==> config.mk <==
export PLATFORM = sky130hd
export DESIGN_NAME = mii_tx_framer
export DESIGN_NICKNAME = d
export VERILOG_FILES = /design/src/rtl/mii_tx_framer.sv
export SDC_FILE = /design/constraint.sdc
export NUM_CORES = 1
export LEC_CHECK = 0
export ABC_AREA = 1
export BUFFER_PORTS_ARGS = -buffer_cell sky130_fd_sc_hd__buf_2
export CAP_MARGIN = 0
export CORE_MARGIN = 2
export CORE_UTILIZATION = 40
export DETAILED_ROUTE_END_ITERATION = 6
export PLACE_DENSITY = 0.57
export SETUP_SLACK_MARGIN = 0.2
export SLEW_MARGIN = 20
export SYNTH_ARGS = -nofsm -noshare
export SYNTH_HDL_FRONTEND = slang
export SYNTH_SLANG_ARGS = --single-unit
==> constraint.sdc <==
create_clock -name clk -period 2.47 [get_ports clk]
set_input_delay 0.6175 -clock clk [delete_from_list [all_inputs] [get_ports clk]]
set_output_delay 0.6175 -clock clk [all_outputs]
set_load 0.05 [all_outputs]
==> src/rtl/mii_tx_framer.sv <==
module mii_tx_framer #(
  parameter int MIN_FRAME = 64
) (
  input  logic       clk,
  input  logic       rst_n,
  input  logic [7:0] s_data,
  input  logic       s_valid,
  input  logic       s_last,
  output logic       s_ready,
  input  logic       crc_bypass,
  output logic [3:0] txd,
  output logic       tx_en
);
  localparam int MIN_DATA = MIN_FRAME - 4;
  localparam int CW = $clog2(MIN_DATA + 1);
  localparam logic [31:0] POLY = 32'hEDB88320;

  typedef enum logic [2:0] {S_IDLE, S_PRE, S_DATA, S_PAD, S_FCS} st_t;

  st_t         st;
  logic        hi, byp, bad, lastseen;
  logic [4:0]  ncnt;
  logic [7:0]  cur;
  logic [31:0] crc;
  logic [CW-1:0] cnt;

  function automatic logic [31:0] crc_step(input logic [31:0] c, input logic [7:0] d);
    logic [31:0] r;
    r = c;
    for (int k = 0; k < 8; k++)
      r = (r >> 1) ^ ((r[0] ^ d[k]) ? POLY : 32'h0);
    return r;
  endfunction

  wire [31:0] fcs_word = bad ? crc : ~crc;
  wire        padded   = (cnt == CW'(MIN_DATA));

  assign s_ready = (st == S_DATA) && !hi;

  always_ff @(posedge clk) begin
    if (!rst_n) begin
      st <= S_IDLE; hi <= 1'b0; byp <= 1'b0; bad <= 1'b0; lastseen <= 1'b0;
      ncnt <= '0; cur <= '0; crc <= '1; cnt <= '0;
      txd <= '0; tx_en <= 1'b0;
    end else begin
      case (st)
        S_IDLE: begin
          txd <= '0;
          tx_en <= 1'b0;
          if (s_valid) begin
            st <= S_PRE; tx_en <= 1'b1; txd <= 4'h5; ncnt <= 5'd1;
            byp <= crc_bypass; bad <= 1'b0; crc <= '1; cnt <= '0;
            hi <= 1'b0; lastseen <= 1'b0;
          end
        end
        S_PRE: begin
          txd <= (ncnt == 5'd15) ? 4'hD : 4'h5;
          ncnt <= ncnt + 5'd1;
          if (ncnt == 5'd15) st <= S_DATA;
        end
        S_DATA: begin
          if (!hi) begin
            if (s_valid) begin
              txd <= s_data[3:0];
              cur <= s_data;
              crc <= crc_step(crc, s_data);
              if (!padded) cnt <= cnt + 1'b1;
              lastseen <= s_last;
              hi <= 1'b1;
            end else begin
              txd <= crc[3:0];
              bad <= 1'b1;
              ncnt <= 5'd1;
              st <= S_FCS;
            end
          end else begin
            txd <= cur[7:4];
            hi <= 1'b0;
            if (lastseen) begin
              if (byp) begin
                st <= S_FCS; ncnt <= 5'd8;
              end else if (padded) begin
                st <= S_FCS; ncnt <= 5'd0;
              end else begin
                st <= S_PAD;
              end
            end
          end
        end
        S_PAD: begin
          txd <= '0;
          hi <= ~hi;
          if (!hi) begin
            crc <= crc_step(crc, 8'h00);
            cnt <= cnt + 1'b1;
          end else if (padded) begin
            st <= S_FCS; ncnt <= 5'd0;
          end
        end
        S_FCS: begin
          if (ncnt == 5'd8) begin
            tx_en <= 1'b0; txd <= '0; st <= S_IDLE;
          end else begin
            txd <= fcs_word[{ncnt[2:0], 2'b00} +: 4];
            ncnt <= ncnt + 5'd1;
          end
        end
        default: st <= S_IDLE;
      endcase
    end
  end
endmodule

=== After elaboration in Yosys (flattened, before gate mapping) ===
Index checks and enable logic that the tools add are counted.

* Register bits after elaboration: 63
* Input port bits: 13
* Output and inout port bits: 6

* Add/sub/neg operators: 2
* Equality and inequality tests: 20
* Shift-type cells: 1
* Multiplexer cells: 66
* Bitwise logic cells: 26
* Reductions and logical operators: 17

{| class="wikitable"
|+ Operators by type and width
! kind !! count
|-
| two-way mux 32 bit || 21
|-
| bitwise XOR 31 x 32 -> 32 bit || 16
|-
| case mux 32 bit (3 select lines) || 1
|-
| two-way mux 5 bit || 8
|-
| two-way mux 3 bit || 11
|-
| inverter 32 bit || 1
|-
| variable part select 32 x 6 -> 4 bit || 1
|-
| two-way mux 6 bit || 5
|-
| case mux 5 bit (5 select lines) || 1
|-
| != test 2 bit (second input constant) || 11
|-
| case mux 4 bit (5 select lines) || 1
|-
| case mux 6 bit (3 select lines) || 1
|-
| two-way mux 4 bit || 4
|-
| case mux 3 bit (5 select lines) || 1
|-
| AND reduction 6 bit || 2
|-
| equality test 5 x 4 -> 1 bit (second input constant) || 2
|-
| two-way mux 1 bit || 8
|-
| AND reduction 4 bit || 2
|-
| bitwise XOR 1 bit || 8
|-
| AND reduction 7 bit || 1
|-
| adder 6 x 1 -> 6 bit (second input constant) || 1
|-
| equality test 3 x 2 -> 1 bit (second input constant) || 2
|-
| equality test 6 bit (second input constant) || 1
|-
| != test 3 bit (second input constant) || 2
|-
| 15 further kinds || 20
|}

=== Depth between registers and ports, before layout ===
Gate-level depths: netlist of the first run.

* Depth after elaboration: 27
* Mapped depth: 15
* Mapped depth without buffers: 15

=== Worst setup path before layout of the first run ===
No wires, ideal clock.

* Path type: register to register
* Start point: register ncnt[0]
* End point: register st[2]
* Setup time: 0.115 ns
* Arrival: 1.654 ns
* Data required time: 2.355 ns
* Slack: 0.701 ns
* Stages on the path, launching flop included: 11
* Path through: dfxtp_1 buf_2 clkinv_1 ha_1 nand4_1 inv_1 nor2_1 a211oi_1 nand2_1 nor2_1 o21a_1

* Longest elaborated chain between the ends: 3

{| class="wikitable"
|+ RTL lines
! item !! line !! text
|-
| from (decl) || 22 || <nowiki>logic [4:0] ncnt;</nowiki>
|-
| from (signal assigned) || 58 || <nowiki>ncnt <= ncnt + 5'd1;</nowiki>
|-
| from (signal assigned) || 105 || <nowiki>ncnt <= ncnt + 5'd1;</nowiki>
|-
| equality test 5 x 4 -> 1 bit, on equally long branches || 59, 101 ||
|-
| != test 2 bit (no line) || n/a ||
|-
| AND reduction 7 bit (no line) * || n/a ||
|-
| to (signal assigned) || 59 || <nowiki>if (ncnt == 5'd15) st <= S_DATA;</nowiki>
|-
| to (signal assigned) || 74 || <nowiki>st <= S_FCS;</nowiki>
|-
| to (signal assigned) || 81 || <nowiki>st <= S_FCS; ncnt <= 5'd8;</nowiki>
|-
| to (decl) || 20 || <nowiki>st_t st;</nowiki>
|}

Every way passes the cells marked *; elsewhere a longest branch is shown, timed or not.
A chain may end at the register's enable or synchronous reset.

=== Final worst setup path of the first run ===
* Start point: register st[2]
* End point: output port s_ready

* Longest elaborated chain between the ends: 2

{| class="wikitable"
|+ RTL lines
! item !! line !! text
|-
| from (signal assigned) || 42 || <nowiki>st <= S_IDLE; hi <= 1'b0; byp <= 1'b0; bad <= 1'b0; lastseen <= 1'b0;</nowiki>
|-
| from (signal assigned) || 51 || <nowiki>st <= S_PRE; tx_en <= 1'b1; txd <= 4'h5; ncnt <= 5'd1;</nowiki>
|-
| from (signal assigned) || 59 ||
|-
| equality test 3 x 2 -> 1 bit || 38 || <nowiki>assign s_ready = (st == S_DATA) && !hi;</nowiki>
|-
| logical AND 1 bit || 38 ||
|-
| to (decl) || 9 || <nowiki>output logic s_ready,</nowiki>
|}

Every way passes these cells.

==> impl_metrics.json, run 1 <==
{
  "drc": 0,
  "tightestPinTransition_ns": 0.633,
  "r2r_cells": 14,
  "layout.cells.most_common": "nand2_1",
  "place_congestion": 0.945,
  "syn-num-nets": 888,
  "synth-adder-area-share_pct": 1.17,
  "fin_nets": 909,
  "start_util_pct": 40.7,
  "synth-compound-area-share_pct": 17.0,
  "rrSetupSlack_ns": 0.39,
  "finalSetupViolCount": 0,
  "peakVddDrop_uv": 584,
  "clock_skew_ns": 0.00645,
  "core_mm2": 0.0132,
  "grtUsageTotal_pct": 27.0,
  "p_switching_uw": 4550,
  "p_sw_share_pct": 54.2,
  "cts_resized": 0,
  "layout_common_cells": "288 x nand2_1, 74 x inv_1, 69 x a21oi_1, 65 x nand3_1, 58 x dfxtp_1",
  "seqPwrFrac_pct": 19.5,
  "async_reset_ff_share_pct": 0,
  "yosysTopAreaCellShare_pct": 22.0,
  "path_clk_slew_ns": 0.06,
  "post_drt_wl_per_cell_um": 17.4,
  "leakagePower_uw": 0.00288,
  "multi_input_comb_area_mm2": 0.00362,
  "vias": 5726,
  "max_stage_delay_ns": 0.33,
  "synthXorXnorAreaFrac_pct": 12.7,
  "fin_crit_sh_pct": 89.1,
  "detail-route-antenna-nets": 0,
  "relSlewSlack_pct": 57.7,
  "synth_edf_count": 0,
  "root_buffer": "clkbuf_16",
  "grt_pass1_wl_um": 29300,
  "cts_hold_buf": 0,
  "grt_max_degree": 36,
  "pin_count": 19,
  "final_area_mm2": 0.00595,
  "dpl-instance-area_mm2": 0.00566,
  "overflow": 0,
  "yosysTopAreaCell": "dfxtp_1",
  "p_comb_share_pct": 66.3,
  "crit_type": "flip-flop to output pin",
  "tns_ns": 0,
  "ys_types": 49,
  "period_minus_slack_ns": 2.20,
  "layout-drive-gt1-share_pct": 13.7,
  "clock.fmax_mhz": 454,
  "synth_top_family_by_area": "simple AND/OR/NAND/NOR gates",
  "place_ws_ns": 0.243,
  "status": "completed",
  "min_from": "ncnt[4]$_SDFFE_PN0P_",
  "die_h_um": 120,
  "drt_iter0_markers": 475,
  "crit_arrival_ns": 1.58,
  "clk_path_buf_depth": 2,
  "ys_ff_latch": 59,
  "fin_ws_ns": 0.269,
  "crit_top_cell": "inv_2",
  "viasPerCell": 5.34,
  "required_ns": 1.85,
  "synthSimpleGateAreaFrac_pct": 36.6,
  "p_int_uw": 3850,
  "synthCells": 870,
  "antenna_found_initial": 1,
  "cts_made_buffers": 9,
  "hp-class": "flip-flop to flip-flop",
  "cp-start-kind": "flip-flop",
  "final-hold-violation-count": 0,
  "synth.mux.area_fraction_pct": 0,
  "ctsHtreeMaxLevel": 3,
  "seqCellArea_mm2": 0.00118,
  "placed_cells": 1056,
  "grt_pass1_vias": 5244,
  "ys_top_cells_by_area": "dfxtp_1 22%, nand2_1 20%, xor2_1 8.0%, a21oi_1 6.4%, nand3_1 6.1%",
  "clock-sinks": 59,
  "ys_warn_count": 0,
  "rows": 42,
  "hpwl_um": 13800,
  "wl_um": 18600,
  "die_w_um": 120,
  "area_growth_pct": 10.8,
  "worstHoldPathCells": 2,
  "synth_ff_type": "dfxtp_1",
  "seq_area_frac_synth_pct": 22.0,
  "n_fill_cell": 1421,
  "rsz0062_at_grt": "true",
  "end_kind": "output pin",
  "holdPathEnd": "ncnt[4]$_SDFFE_PN0P_",
  "drv_slew": 0,
  "critPathSlowestCell": "dfxtp_1",
  "crit_fanout": 7,
  "n_antenna_cell": 0,
  "power_frac_clock_pct": 14.2,
  "clk_latency_ns": 0.34,
  "dieArea_mm2": 0.0144,
  "instances_no_fill": 1072,
  "cts_setup_buffers": 0,
  "power_density_mw_per_mm2": 1410,
  "utilization_pct": 45.1,
  "first_pass_iters": 5,
  "reg2reg_to": "crc[19]$_SDFFE_PN1P_",
  "avgSynthCellArea_um2": 6.17,
  "cts_tree": "built",
  "syn_area_mm2": 0.00537,
  "drv_cap": 0,
  "path_cells": "inv_2 > nand2_2 > inv_2 > nand2_4 > nor2_4 > clkbuf_4",
  "numPortBuffers": 18,
  "timing.rr.start": "crc[3]$_SDFFE_PN1P_"
}
## kinds of logic (layout without fill, tap and decap cells)
logic type	count (synthesis)	in the layout
XOR/XNOR	72	72
adder cells (fa/ha/maj)	5	5
flip-flops	59	59
AO/OA/AOI/OAI	164	164
AND/OR/NAND/NOR	443	443
buffers and inverters	127	153
## power by group through the flow
stage,logic [uW],registers (uW),clock network [uW]
after floorplan,4240,1550,0
after global placement,5470,1660,0
after detailed placement,5490,1640,0
after CTS,5510,1630,1210
after global routing,6190,1670,1250
final,5570,1640,1190
## critical path, delay by kind of cell, from the launching register on
kind,cells,cell delay [ns]
flops,1,0.33
simple gates,3,0.38
buf+inv,3,0.52
## area by class of cell
class                      instances  area share (%)
clock buffer                      11            4.25
clock inverter                     5           0.463
tap                              176            3.70
timing repair buffer              40            4.33
multi-input combinational        684            61.0
sequential                        59            19.9
inverter                          97            6.42
## state kept, by name, summed over array words and instances, names as in the netlist
register	flops
tx_en	1
lastseen	1
ncnt	5
txd	4
cur	4
hi	1
crc	32
byp	1
st	3
bad	1
cnt	6
## synth_stat cells, types with 6 or more instances
master,count
xor2_1,49
dfxtp_1,59
nand2_1,288
nor2_1,37
inv_1,74
o211ai_1,11
nand2_2,16
nand3_1,65
clkbuf_1,10
xnor2_1,18
o21ai_1,9
a21oi_1,69
nand2_4,11
nor3_1,6
o221ai_1,6
o21ai_0,52
buf_2,11
inv_2,13
## per-stage QoR
step	hold WS, ns	total power (uW)
after floorplan	0.445	5790
after global routing	0.497	9110
after CTS	0.469	8350
after global placement	0.456	7130
final	0.464	8400
after detailed placement	0.462	7130
## worst max-delay path by stage
stage,from,end,depth (start not counted)
after floorplan,ncnt[0]$_SDFFE_PN0P_,st[2]$_SDFFE_PN0P_,10
after global placement,s_data[5],crc[24]$_SDFFE_PN1P_,13
after detailed placement,s_data[5],crc[24]$_SDFFE_PN1P_,13
after CTS,st[2]$_SDFFE_PN0P_,s_ready,6
after global routing,st[2]$_SDFFE_PN0P_,s_ready,6
final,st[2]$_SDFFE_PN0P_,s_ready,6
## metal layers
layer  vias up  global-route usage (%)  share of wire (%)
met5         -                       0              0.038
met4         2                    8.90                2.3
met3        32                    5.80                7.8
met2       217                    43.7                 46
met1      2630                    35.8                 44
li1       2845                       -                  -
No activity file was read; power rests on OpenSTA's default activity.
==> run 2: changes to the inputs <==
--- a/config.mk
+++ b/config.mk
@@ -10,6 +10,7 @@
 export CAP_MARGIN = 0
 export CORE_MARGIN = 2
 export CORE_UTILIZATION = 40
+export CTS_CLUSTER_SIZE = 10
 export DETAILED_ROUTE_END_ITERATION = 6
 export PLACE_DENSITY = 0.57
 export SETUP_SLACK_MARGIN = 0.2
==> constraint.sdc (replaced) <==
create_clock -name clk -period 2.47 [get_ports clk]
set_input_delay 0.6175 -clock clk [delete_from_list [all_inputs] [get_ports clk]]
set_output_delay 0.6175 -clock clk [all_outputs]
set_load 0.02 [all_outputs]
==> run 2 against run 1 <==
Compared with the run above: register-to-register slack better by 0.06 ns; critical path depth unchanged; the flow now finishes with violations (DRC); worst setup slack better by 0.022 ns; fmax up 0.99%; count of clock-buffer cells in the layout up 3; non-clock buffer count unchanged; global-route usage down 0.082 points; largest cell class unchanged; flip-flop and latch count unchanged.
==> impl_metrics.json, run 2 (synthesis results as in run 1) <==
{
  "status": "complete, but fails checks",
  "violations": "DRC",
  "ctsHtreeMaxLevel": 3,
  "dieArea_mm2": 0.0144,
  "clock_skew_ns": 0.00855,
  "detail-route-antenna-nets": 0,
  "drv_cap": 0,
  "regMostFlops": "crc",
  "cts_tree": "built",
  "post_drt_wl_per_cell_um": 17.3,
  "grtUsageTotal_pct": 27.0,
  "placed_cells": 1056,
  "area_growth_pct": 11.0,
  "clk_latency_ns": 0.35,
  "end_kind": "output pin",
  "cp-startpoint": "st[2]$_SDFFE_PN0P_",
  "path_clk_slew_ns": 0.05,
  "wl_um": 18600,
  "crit_type": "flip-flop to output pin",
  "numPortBuffers": 18,
  "pin_count": 19,
  "layout.cells.most_common": "nand2_1",
  "viasPerCell": 5.28,
  "antenna_found_initial": 0,
  "clock.fmax_mhz": 459,
  "clk_path_buf_depth": 2,
  "crit_fanout": 7,
  "n_fill_cell": 1410,
  "final_area_mm2": 0.00596,
  "timing.rr.start": "crc[5]$_SDFFE_PN1P_",
  "dpl-instance-area_mm2": 0.00566,
  "cts_made_buffers": 9,
  "required_ns": 1.85,
  "place_congestion": 0.963,
  "tns_ns": 0,
  "rrSetupSlack_ns": 0.45,
  "rows": 42,
  "n_antenna_cell": 0,
  "cp-endpoint": "s_ready",
  "period_minus_slack_ns": 2.18,
  "crit_arrival_ns": 1.56,
  "top_regs": "crc: 32 flops, cnt: 6 flops, ncnt: 5 flops",
  "power_density_mw_per_mm2": 1420,
  "overflow": 0,
  "peakVddDrop_uv": 532,
  "cp-start-kind": "flip-flop",
  "fin_crit_sh_pct": 88.3,
  "hpwl_um": 13700,
  "drt_iter0_markers": 525,
  "die_w_um": 120,
  "drv_slew": 0,
  "vias": 5662,
  "grt_max_degree": 36,
  "cts_setup_buffers": 0,
  "start_util_pct": 40.7,
  "clock-sinks": 59,
  "r2r_cells": 13,
  "leakagePower_uw": 0.00288,
  "rsz0062_at_grt": "false",
  "reg2reg_to": "crc[24]$_SDFFE_PN1P_",
  "grt_pass1_wl_um": 29200,
  "grt_pass1_vias": 5173,
  "layout_common_cells": "288 x nand2_1, 74 x inv_1, 69 x a21oi_1, 65 x nand3_1, 57 x dfxtp_1",
  "first_pass_iters": 7,
  "die_h_um": 120,
  "hp-class": "flip-flop to flip-flop",
  "drc": 5,
  "layout-drive-gt1-share_pct": 13.4,
  "final-hold-violation-count": 0,
  "core_mm2": 0.0132,
  "relSlewSlack_pct": 57.2,
  "instances_no_fill": 1072,
  "utilization_pct": 45.2,
  "finalSetupViolCount": 0,
  "largest_register_ffs": 32,
  "root_buffer": "clkbuf_16",
  "fin_nets": 909,
  "tightestPinTransition_ns": 0.640
}
[run 2: cell count changes in the layout (fill, tap and decap cells not counted), sizes merged]
cell / previous run / this run
buf: 39 / 40
clkinvlp: 1 / 0
bufinv: 0 / 1
clkinv: 10 / 7
clkbuf: 12 / 14
[run 2: area by class of cell]
class,count,area [um2],share of cell area [%]
clock buffers,14,254,4.26
clock inverters,2,35.0,0.588
inverters,97,384,6.45
multi-input cells,684,3620,60.8
flip-flops and latches,59,1180,19.9
well taps,176,220,3.70
repair buffers,40,255,4.28
[run 2: metrics by stage]
step	setup slack [ns]	total power (uW)	hold slack [ns]
after floorplan	0.701	5720	0.445
after global placement	0.239	7070	0.457
after detailed placement	0.240	7060	0.463
after CTS	0.238	8360	0.470
after global routing	0.211	9120	0.507
final	0.290	8440	0.466
[run 2: how the worst min path moves through the flow]
| stage | start | to | slack (ns) | depth (start not counted) |
|---|---|---|---|---|
| 3_3_place_gp | ncnt[4]$_SDFFE_PN0P_ | ncnt[4]$_SDFFE_PN0P_ | 0.46 | 2 |
| 4_1_cts | ncnt[4]$_SDFFE_PN0P_ | ncnt[4]$_SDFFE_PN0P_ | 0.47 | 2 |
| 3_5_place_dp | ncnt[4]$_SDFFE_PN0P_ | ncnt[4]$_SDFFE_PN0P_ | 0.46 | 2 |
| 2_1_floorplan | ncnt[4]$_SDFFE_PN0P_ | ncnt[4]$_SDFFE_PN0P_ | 0.44 | 2 |
| 6_report | ncnt[4]$_SDFFE_PN0P_ | ncnt[4]$_SDFFE_PN0P_ | 0.47 | 2 |
| 5_1_grt | ncnt[4]$_SDFFE_PN0P_ | ncnt[4]$_SDFFE_PN0P_ | 0.51 | 2 |
[run 2: routing by layer]
metal | vias to the layer above | track usage (%) | wire length (um)
met5 | - | 0 | 0
met2 | 228 | 43.1 | 8330
li1 | 2835 | - | -
met4 | 0 | 10.8 | 535
met1 | 2564 | 36.1 | 8250
met3 | 35 | 4.56 | 1470
[run 2: repair_timing]
item | CTS | global route
setup endpoints to repair | 0 | 6
hold buffers | 0 | 0
endpoints found under the hold margin | 0 | 0
gates resized for setup | 0 | 4
[run 2: critical path, stage by stage, from the launching register on]
cell	delay, ns
dfxtp_1	0.33
inv_2	0.11
nand2_2	0.14
inv_4	0.17
nand2_4	0.07
nor2_4	0.19
buf_2	0.20
[run 2: where the power goes]
group | total (uW) | switching, uW | leakage (uW) | internal [uW]
registers | 1650 | 414 | 0.000483 | 1240
clock network | 1270 | 461 | 0.000141 | 807
logic | 5520 | 3640 | 0.00226 | 1890
total | 8440 | 4510 | 0.00288 | 3930
